==> src/rtl/otc_pkg.sv <==
package otc_pkg;

    // Loop-closure modes of the comb filter
    typedef enum logic [1:0] {
        ST_OPEN  = 2'd0,
        ST_FLUSH = 2'd1,
        ST_RUN   = 2'd2
    } loop_state_e;

endpackage

==> src/rtl/otc_comp_sel.sv <==
// Harmonic-indexed delay-compensation selector, latched at turn boundaries
module otc_comp_sel #(
    parameter int HARM_W = 5,
    parameter int COMP_W = 6
) (
    input  logic                                 clk,
    input  logic                                 rst,
    input  logic                                 tick,
    input  logic [HARM_W-1:0]                    harm,
    input  logic [(1<<HARM_W)*COMP_W-1:0]        tab,
    output logic [COMP_W-1:0]                    comp_q
);
    localparam int NUM_HARM = 1 << HARM_W;

    logic [COMP_W-1:0] slot [NUM_HARM];

    for (genvar g = 0; g < NUM_HARM; g++) begin : g_unpack
        assign slot[g] = tab[g*COMP_W +: COMP_W];
    end

    always_ff @(posedge clk) begin
        if (rst) begin
            comp_q <= '0;
        end else if (tick) begin
            comp_q <= slot[harm];
        end
    end
endmodule

==> src/rtl/otc_delay_ring.sv <==
// Circular one-turn buffer with a read pointer offset by the compensation
module otc_delay_ring #(
    parameter int DEPTH  = 200,
    parameter int DATA_W = 14,
    parameter int COMP_W = 6
) (
    input  logic                      clk,
    input  logic                      rst,
    input  logic signed [DATA_W-1:0]  wr_data,
    input  logic [COMP_W-1:0]         comp,
    output logic signed [DATA_W-1:0]  rd_data
);
    localparam int PTR_W = $clog2(DEPTH);
    localparam int SUM_W = PTR_W + 1;

    logic signed [DATA_W-1:0] mem [DEPTH];
    logic [PTR_W-1:0]         wp_q;
    logic [SUM_W-1:0]         rd_sum;
    logic [PTR_W-1:0]         rd_ptr;

    // Reading at wp + c is the same as reading DEPTH - c samples back
    always_comb begin
        rd_sum = {1'b0, wp_q} + SUM_W'(comp);
        if (rd_sum >= SUM_W'(DEPTH)) begin
            rd_sum = rd_sum - SUM_W'(DEPTH);
        end
        rd_ptr = rd_sum[PTR_W-1:0];
    end

    assign rd_data = mem[rd_ptr];

    always_ff @(posedge clk) begin
        if (rst) begin
            wp_q <= '0;
        end else if (wp_q == PTR_W'(DEPTH - 1)) begin
            wp_q <= '0;
        end else begin
            wp_q <= wp_q + 1'b1;
        end
    end

    always_ff @(posedge clk) begin
        mem[wp_q] <= wr_data;
    end
endmodule

==> src/rtl/otc_comb_math.sv <==
// Gain multiply, Q1.15 rescale and saturating sum
module otc_comb_math #(
    parameter int DATA_W = 14,
    parameter int GAIN_W = 16
) (
    input  logic signed [DATA_W-1:0] x,
    input  logic signed [DATA_W-1:0] yd,
    input  logic signed [GAIN_W-1:0] gain,
    output logic signed [DATA_W-1:0] y_sat
);
    localparam int PROD_W = GAIN_W + DATA_W;
    localparam int FRAC   = GAIN_W - 1;
    localparam int SUM_W  = DATA_W + 2;
    localparam logic signed [DATA_W-1:0] MAXV = {1'b0, {(DATA_W-1){1'b1}}};
    localparam logic signed [DATA_W-1:0] MINV = {1'b1, {(DATA_W-1){1'b0}}};

    logic signed [PROD_W-1:0] prod;
    logic signed [PROD_W-1:0] scaled;
    logic signed [SUM_W-1:0]  sum_w;

    assign prod   = gain * yd;
    assign scaled = prod >>> FRAC;
    assign sum_w  = SUM_W'(x) + SUM_W'(scaled);

    always_comb begin
        if (sum_w > SUM_W'(MAXV)) begin
            y_sat = MAXV;
        end else if (sum_w < SUM_W'(MINV)) begin
            y_sat = MINV;
        end else begin
            y_sat = sum_w[DATA_W-1:0];
        end
    end
endmodule

==> src/rtl/otc_comb_fb.sv <==
// One-turn delay comb feedback filter, top level
module otc_comb_fb
    import otc_pkg::*;
#(
    parameter int TURN_LEN = 200,
    parameter int DATA_W   = 14,
    parameter int GAIN_W   = 16,
    parameter int HARM_W   = 5,
    parameter int COMP_W   = 6
) (
    input  logic                                  clk,
    input  logic                                  rst,
    input  logic                                  en_in,
    input  logic                                  rev_tick_in,
    input  logic [HARM_W-1:0]                     harm_in,
    input  logic [(1<<HARM_W)*COMP_W-1:0]         comp_tab_in,
    input  logic signed [GAIN_W-1:0]              gain_in,
    input  logic signed [DATA_W-1:0]              x_in,
    output logic signed [DATA_W-1:0]              y_out
);
    localparam int CNT_W = $clog2(TURN_LEN + 1);
    localparam logic [CNT_W-1:0] CLEAN = CNT_W'(TURN_LEN);

    loop_state_e              state_q, state_d;
    logic [CNT_W-1:0]         zero_cnt;
    logic                     run_now;
    logic [COMP_W-1:0]        act_comp;
    logic signed [DATA_W-1:0] delayed;
    logic signed [DATA_W-1:0] filt;
    logic signed [DATA_W-1:0] wr_val;

    // Next state; it also names the mode of the sample taken at this edge
    always_comb begin
        state_d = state_q;
        unique case (state_q)
            ST_OPEN: begin
                if (en_in && zero_cnt == CLEAN) state_d = ST_RUN;
                else if (en_in)                 state_d = ST_FLUSH;
                else                            state_d = ST_OPEN;
            end
            ST_FLUSH: begin
                if (!en_in)                     state_d = ST_OPEN;
                else if (zero_cnt == CLEAN)     state_d = ST_RUN;
                else                            state_d = ST_FLUSH;
            end
            ST_RUN: begin
                state_d = en_in ? ST_RUN : ST_OPEN;
            end
            default: state_d = ST_OPEN;
        endcase
    end

    assign run_now = (state_d == ST_RUN);

    // State register
    always_ff @(posedge clk) begin
        if (rst) state_q <= ST_OPEN;
        else     state_q <= state_d;
    end

    // Outputs and zero-fill counter
    always_ff @(posedge clk) begin
        if (rst) begin
            y_out    <= '0;
            zero_cnt <= '0;
        end else if (run_now) begin
            y_out    <= filt;
            zero_cnt <= '0;
        end else begin
            y_out    <= '0;
            if (zero_cnt != CLEAN) zero_cnt <= zero_cnt + 1'b1;
        end
    end

    assign wr_val = run_now ? filt : '0;

    otc_comp_sel #(
        .HARM_W (HARM_W),
        .COMP_W (COMP_W)
    ) u_sel (
        .clk    (clk),
        .rst    (rst),
        .tick   (rev_tick_in),
        .harm   (harm_in),
        .tab    (comp_tab_in),
        .comp_q (act_comp)
    );

    otc_delay_ring #(
        .DEPTH  (TURN_LEN),
        .DATA_W (DATA_W),
        .COMP_W (COMP_W)
    ) u_ring (
        .clk     (clk),
        .rst     (rst),
        .wr_data (wr_val),
        .comp    (act_comp),
        .rd_data (delayed)
    );

    otc_comb_math #(
        .DATA_W (DATA_W),
        .GAIN_W (GAIN_W)
    ) u_math (
        .x     (x_in),
        .yd    (delayed),
        .gain  (gain_in),
        .y_sat (filt)
    );
endmodule

==> config.mk <==
export PLATFORM = sky130hd
export DESIGN_NAME = otc_comb_fb
export DESIGN_NICKNAME = d
export VERILOG_FILES = /design/src/rtl/otc_pkg.sv /design/src/rtl/otc_comp_sel.sv /design/src/rtl/otc_delay_ring.sv /design/src/rtl/otc_comb_math.sv /design/src/rtl/otc_comb_fb.sv
export SDC_FILE = /design/constraint.sdc
export NUM_CORES = 2
export LEC_CHECK = 0
export BUFFER_PORTS_ARGS = -buffer_cell sky130_fd_sc_hd__clkbuf_2
export CORE_AREA = 2 2 874 441
export CTS_CLUSTER_DIAMETER = 200
export DETAILED_ROUTE_END_ITERATION = 16
export DIE_AREA = 0 0 876 443
export PLACE_DENSITY = 0.52
export SLEW_MARGIN = 20
export SYNTH_ARGS = -nofsm -noshare
export SYNTH_HDL_FRONTEND = slang
export SYNTH_SLANG_ARGS = --single-unit
export TNS_END_PERCENT = 5
==> constraint.sdc <==
create_clock -name clk -period 24.1 [get_ports clk]
set_input_delay 1.205 -clock clk [delete_from_list [all_inputs] [get_ports clk]]
set_output_delay 1.205 -clock clk [all_outputs]
set_load 0.01 [all_outputs]
==> results.md <==
- Status: finished, final reports clean
- I/O Buffers: roughly 240
- Reg-to-reg endpoint: u_ring.mem[78][4]
- Top-count cell post-synth: edfxtp_1
- Post-CTS Setup Bufs: 0
- Clock sink count: 2,838
- Drt pass-1 iters: 5
- Synth Area in Simple Gates: 4.25%
- CTS tree: built
- Core Rows: between 150 and 200
- Hold-fix buffers, CTS: 0
- CP startpoint: u_ring.wp_q[0]
- CTS max path bufs: 4
- Initial core utilization: 31.7%
- Final setup vio count: 0
- Fin crit period: 19,640 ps
- Share of the synthesized area in the top cell type: a little over two thirds
- Synth Warn #: 0
- CORE AREA: around 380,000 sq um
- Hold crit path type: flip-flop to flip-flop
- Initial antenna violation count: 25
- Syn_nets: around 6,800
- Post-route antenna net violation count: 0
- PostCTS Resize Cnt: 0
- Post-synthesis xor/xnor area fraction: less than 1%
- Post-route DRC: 0
- Remaining global-route overflow: 0
- First-pass GRT wire length: about 520,000 um
- Syn avg cell area: slightly below 20 sq um
- Critical path required time: around 25,000 ps
- Hpwl dp: around 240,000 um
- Slew Viols, Final: 0
- Vias per cell: about 5.4
- Crit path to: u_ring.mem[78][4]
- CTS root buf: clkbuf_16
- Slowest stage delay, CP: slightly above 800 ps
- Main combinational cell family by area after synthesis: multiplexers
- Mux cell area share after synthesis: 16.3%
- Clock Pin Slew Worst Setup and Hold Paths: approximately 90 ps
- Max-cap violations: 0
- Nature of the critical path startpoint: flip-flop
- Setup tns final: 0 ps
- Clock Latency Late Sink: between 900 and 1000 ps
- Post-Synth Adder-Cell Area: between 4 and 5%
- Die Ht: between 400 and 500 um
- H-tree Lvls: 4
- RSZ-0062 raised after global routing: false
- Kind of end point of the critical path: flip-flop
- Critical path class: flip-flop to flip-flop
- Pin count of the biggest net entering global routing: about 200
- GRT Overall Usage: roughly a fifth
- Period Utilization, post-route: about 81%
- Share of cells above drive strength 1: 27.4%
- Synth area leaders: edfxtp_1, mux4_2, fa_1
- Critical Path Slowest Stage Cell: buf_4
- Register bit total from synthesis: 2,838
- DR WL/cell: approximately 31 um
- Final Hold Vio Count: 0
- CP dominant cell by count: fa_1
- Compound-Gate Fraction of Synth Area: 2.12%
- Synth Cell Area: 121,000 sq um
- Relative slew margins: 16.8%
- Post-Route WL: 377,000 um
- Crit Path Max Fanout: 77
- Number of CTS-inserted buffers: roughly 240
- Fmax achieved: 0.0509 GHz
- Yosys cell types: between 70 and 80
- Layout Skew: around 90 ps
- Top_reg_cell synth: edfxtp_1
- Post-synth top area cell: edfxtp_1
- Via count: around 65,000
- Slew @ Worst Pin: ~1200 ps
- Final #Nets: between 7,000 and 8,000
- Die area: 388,000 sq um
- Most common library cells after synthesis: edfxtp_1, mux4_2, nand2_1, inv_1, nor2_1
- GP Congestion: just under 0.9
- Sequential-to-total area share from yosys stat: 70.1%
- Cell count of the worst reg-to-reg path: 55
- Syn Inst Count: between 6,000 and 7,000
- Worst r2r src: u_ring.wp_q[0]
- Async set-reset flop share out of synthesis: 0%
- Reg-to-reg slack, setup: 4460 ps
- Boundary Pins: ~250
- Number of global-route vias before repair: about 63,000
- Iter 0 DRT Violations: around 9,400
- Worst path arrival time: about 20,000 ps
- Synth-to-layout area growth: 13.7%
- EDFF count, synth: ~2,800
- Die W: 876 um
## cell families after synthesis
| logic type | count (synthesis) |
|---|---|
| simple gates | 1152 |
| flops | 2838 |
| fa+ha+maj | 317 |
| buf+inv | 625 |
| xor+xnor | 54 |
| mux | 950 |
| compound gates | 351 |
## area by class of cell
| cell class | instances | area, sq um |
|---|---|---|
| fill | 35300 | 244000 |
| sequential | 2838 | 84800 |
| multi-input combinational | 2824 | 34400 |
| tap | 5134 | 6420 |
| clock buffer | 287 | 6250 |
| timing repair buffer | 514 | 3500 |
| clock inverter | 150 | 1250 |
| inverter | 266 | 998 |
| antenna | 8 | 20.0 |
## worst max-delay path: cells and delay by family, from the launching register on
family,cells,cell delay (ps)
and+or+nand+nor,9,2350
DFF,1,470
adders and majority gates,12,5020
AOI/OAI and AO/OA,19,5290
xor gates and xnor gates,2,970
buffers and inverters,13,4640
## registers in the layout, indices dropped and copies added, names as in the netlist
signal        cells
u_ring.mem     2800
y_out            14
u_ring.wp_q       8
zero_cnt          8
u_sel.comp_q      6
state_q           2
## routing by layer
| metal | vias up | routed length (um) | track usage [%] |
|---|---|---|---|
| met4 | 8 | 4830 | 2.47 |
| li1 | 25800 | - | - |
| met3 | 333 | 49300 | 7.30 |
| met2 | 3318 | 143000 | 23.8 |
| met5 | - | 53 | 0 |
| met1 | 35300 | 179000 | 31.2 |
## how the worst min path moves through the flow
stage | slack [ps] | cells past startpoint | endpoint | start
2_1_floorplan | 420 | 1 | state_q[0] | state_q[1]
3_3_place_gp | 420 | 1 | state_q[0] | state_q[1]
3_5_place_dp | 450 | 1 | state_q[0] | state_q[1]
4_1_cts | 440 | 2 | state_q[0] | en_in
5_1_grt | 470 | 2 | state_q[0] | en_in
6_report | 480 | 1 | state_q[0] | state_q[1]
## layout by cell type, fill, tap and decap left out, drive strengths merged, types with 17 or more instances in the layout
cell type,count
edfxtp,2800
mux4,820
nand2,530
clkbuf,530
inv,276
buf,271
nor2,258
fa,220
mux2i,128
nand3,116
and2,112
clkinv,108
ha,97
a21oi,58
a211oi,57
a311oi,55
o211ai,46
dfxtp,38
o21ai,38
xnor2,34
nor2b,30
nor3b,25
nand2b,24
xor2,20
a21o,19
a31oi,19
bufinv,17
## stage by stage
| step | instances | utilization [%] | instance area (sq um) | hold WS, ps | worst slack [ps] |
|---|---|---|---|---|---|
| after floorplan | 6287 | - | 121000 | 416 | 2130 |
| after global placement | 11600 | 34.0 | 130000 | 425 | 4820 |
| after detailed placement | 11600 | 34.0 | 130000 | 445 | 4470 |
| after CTS | 12000 | 36.0 | 137000 | 437 | 4340 |
| after global routing | 12000 | 36.1 | 138000 | 469 | 3280 |
| final | 12000 | 36.1 | 138000 | 477 | 4460 |
Power is not shown: default switching activity piles up to over one toggle a cycle in this logic, so the estimate is an artifact.
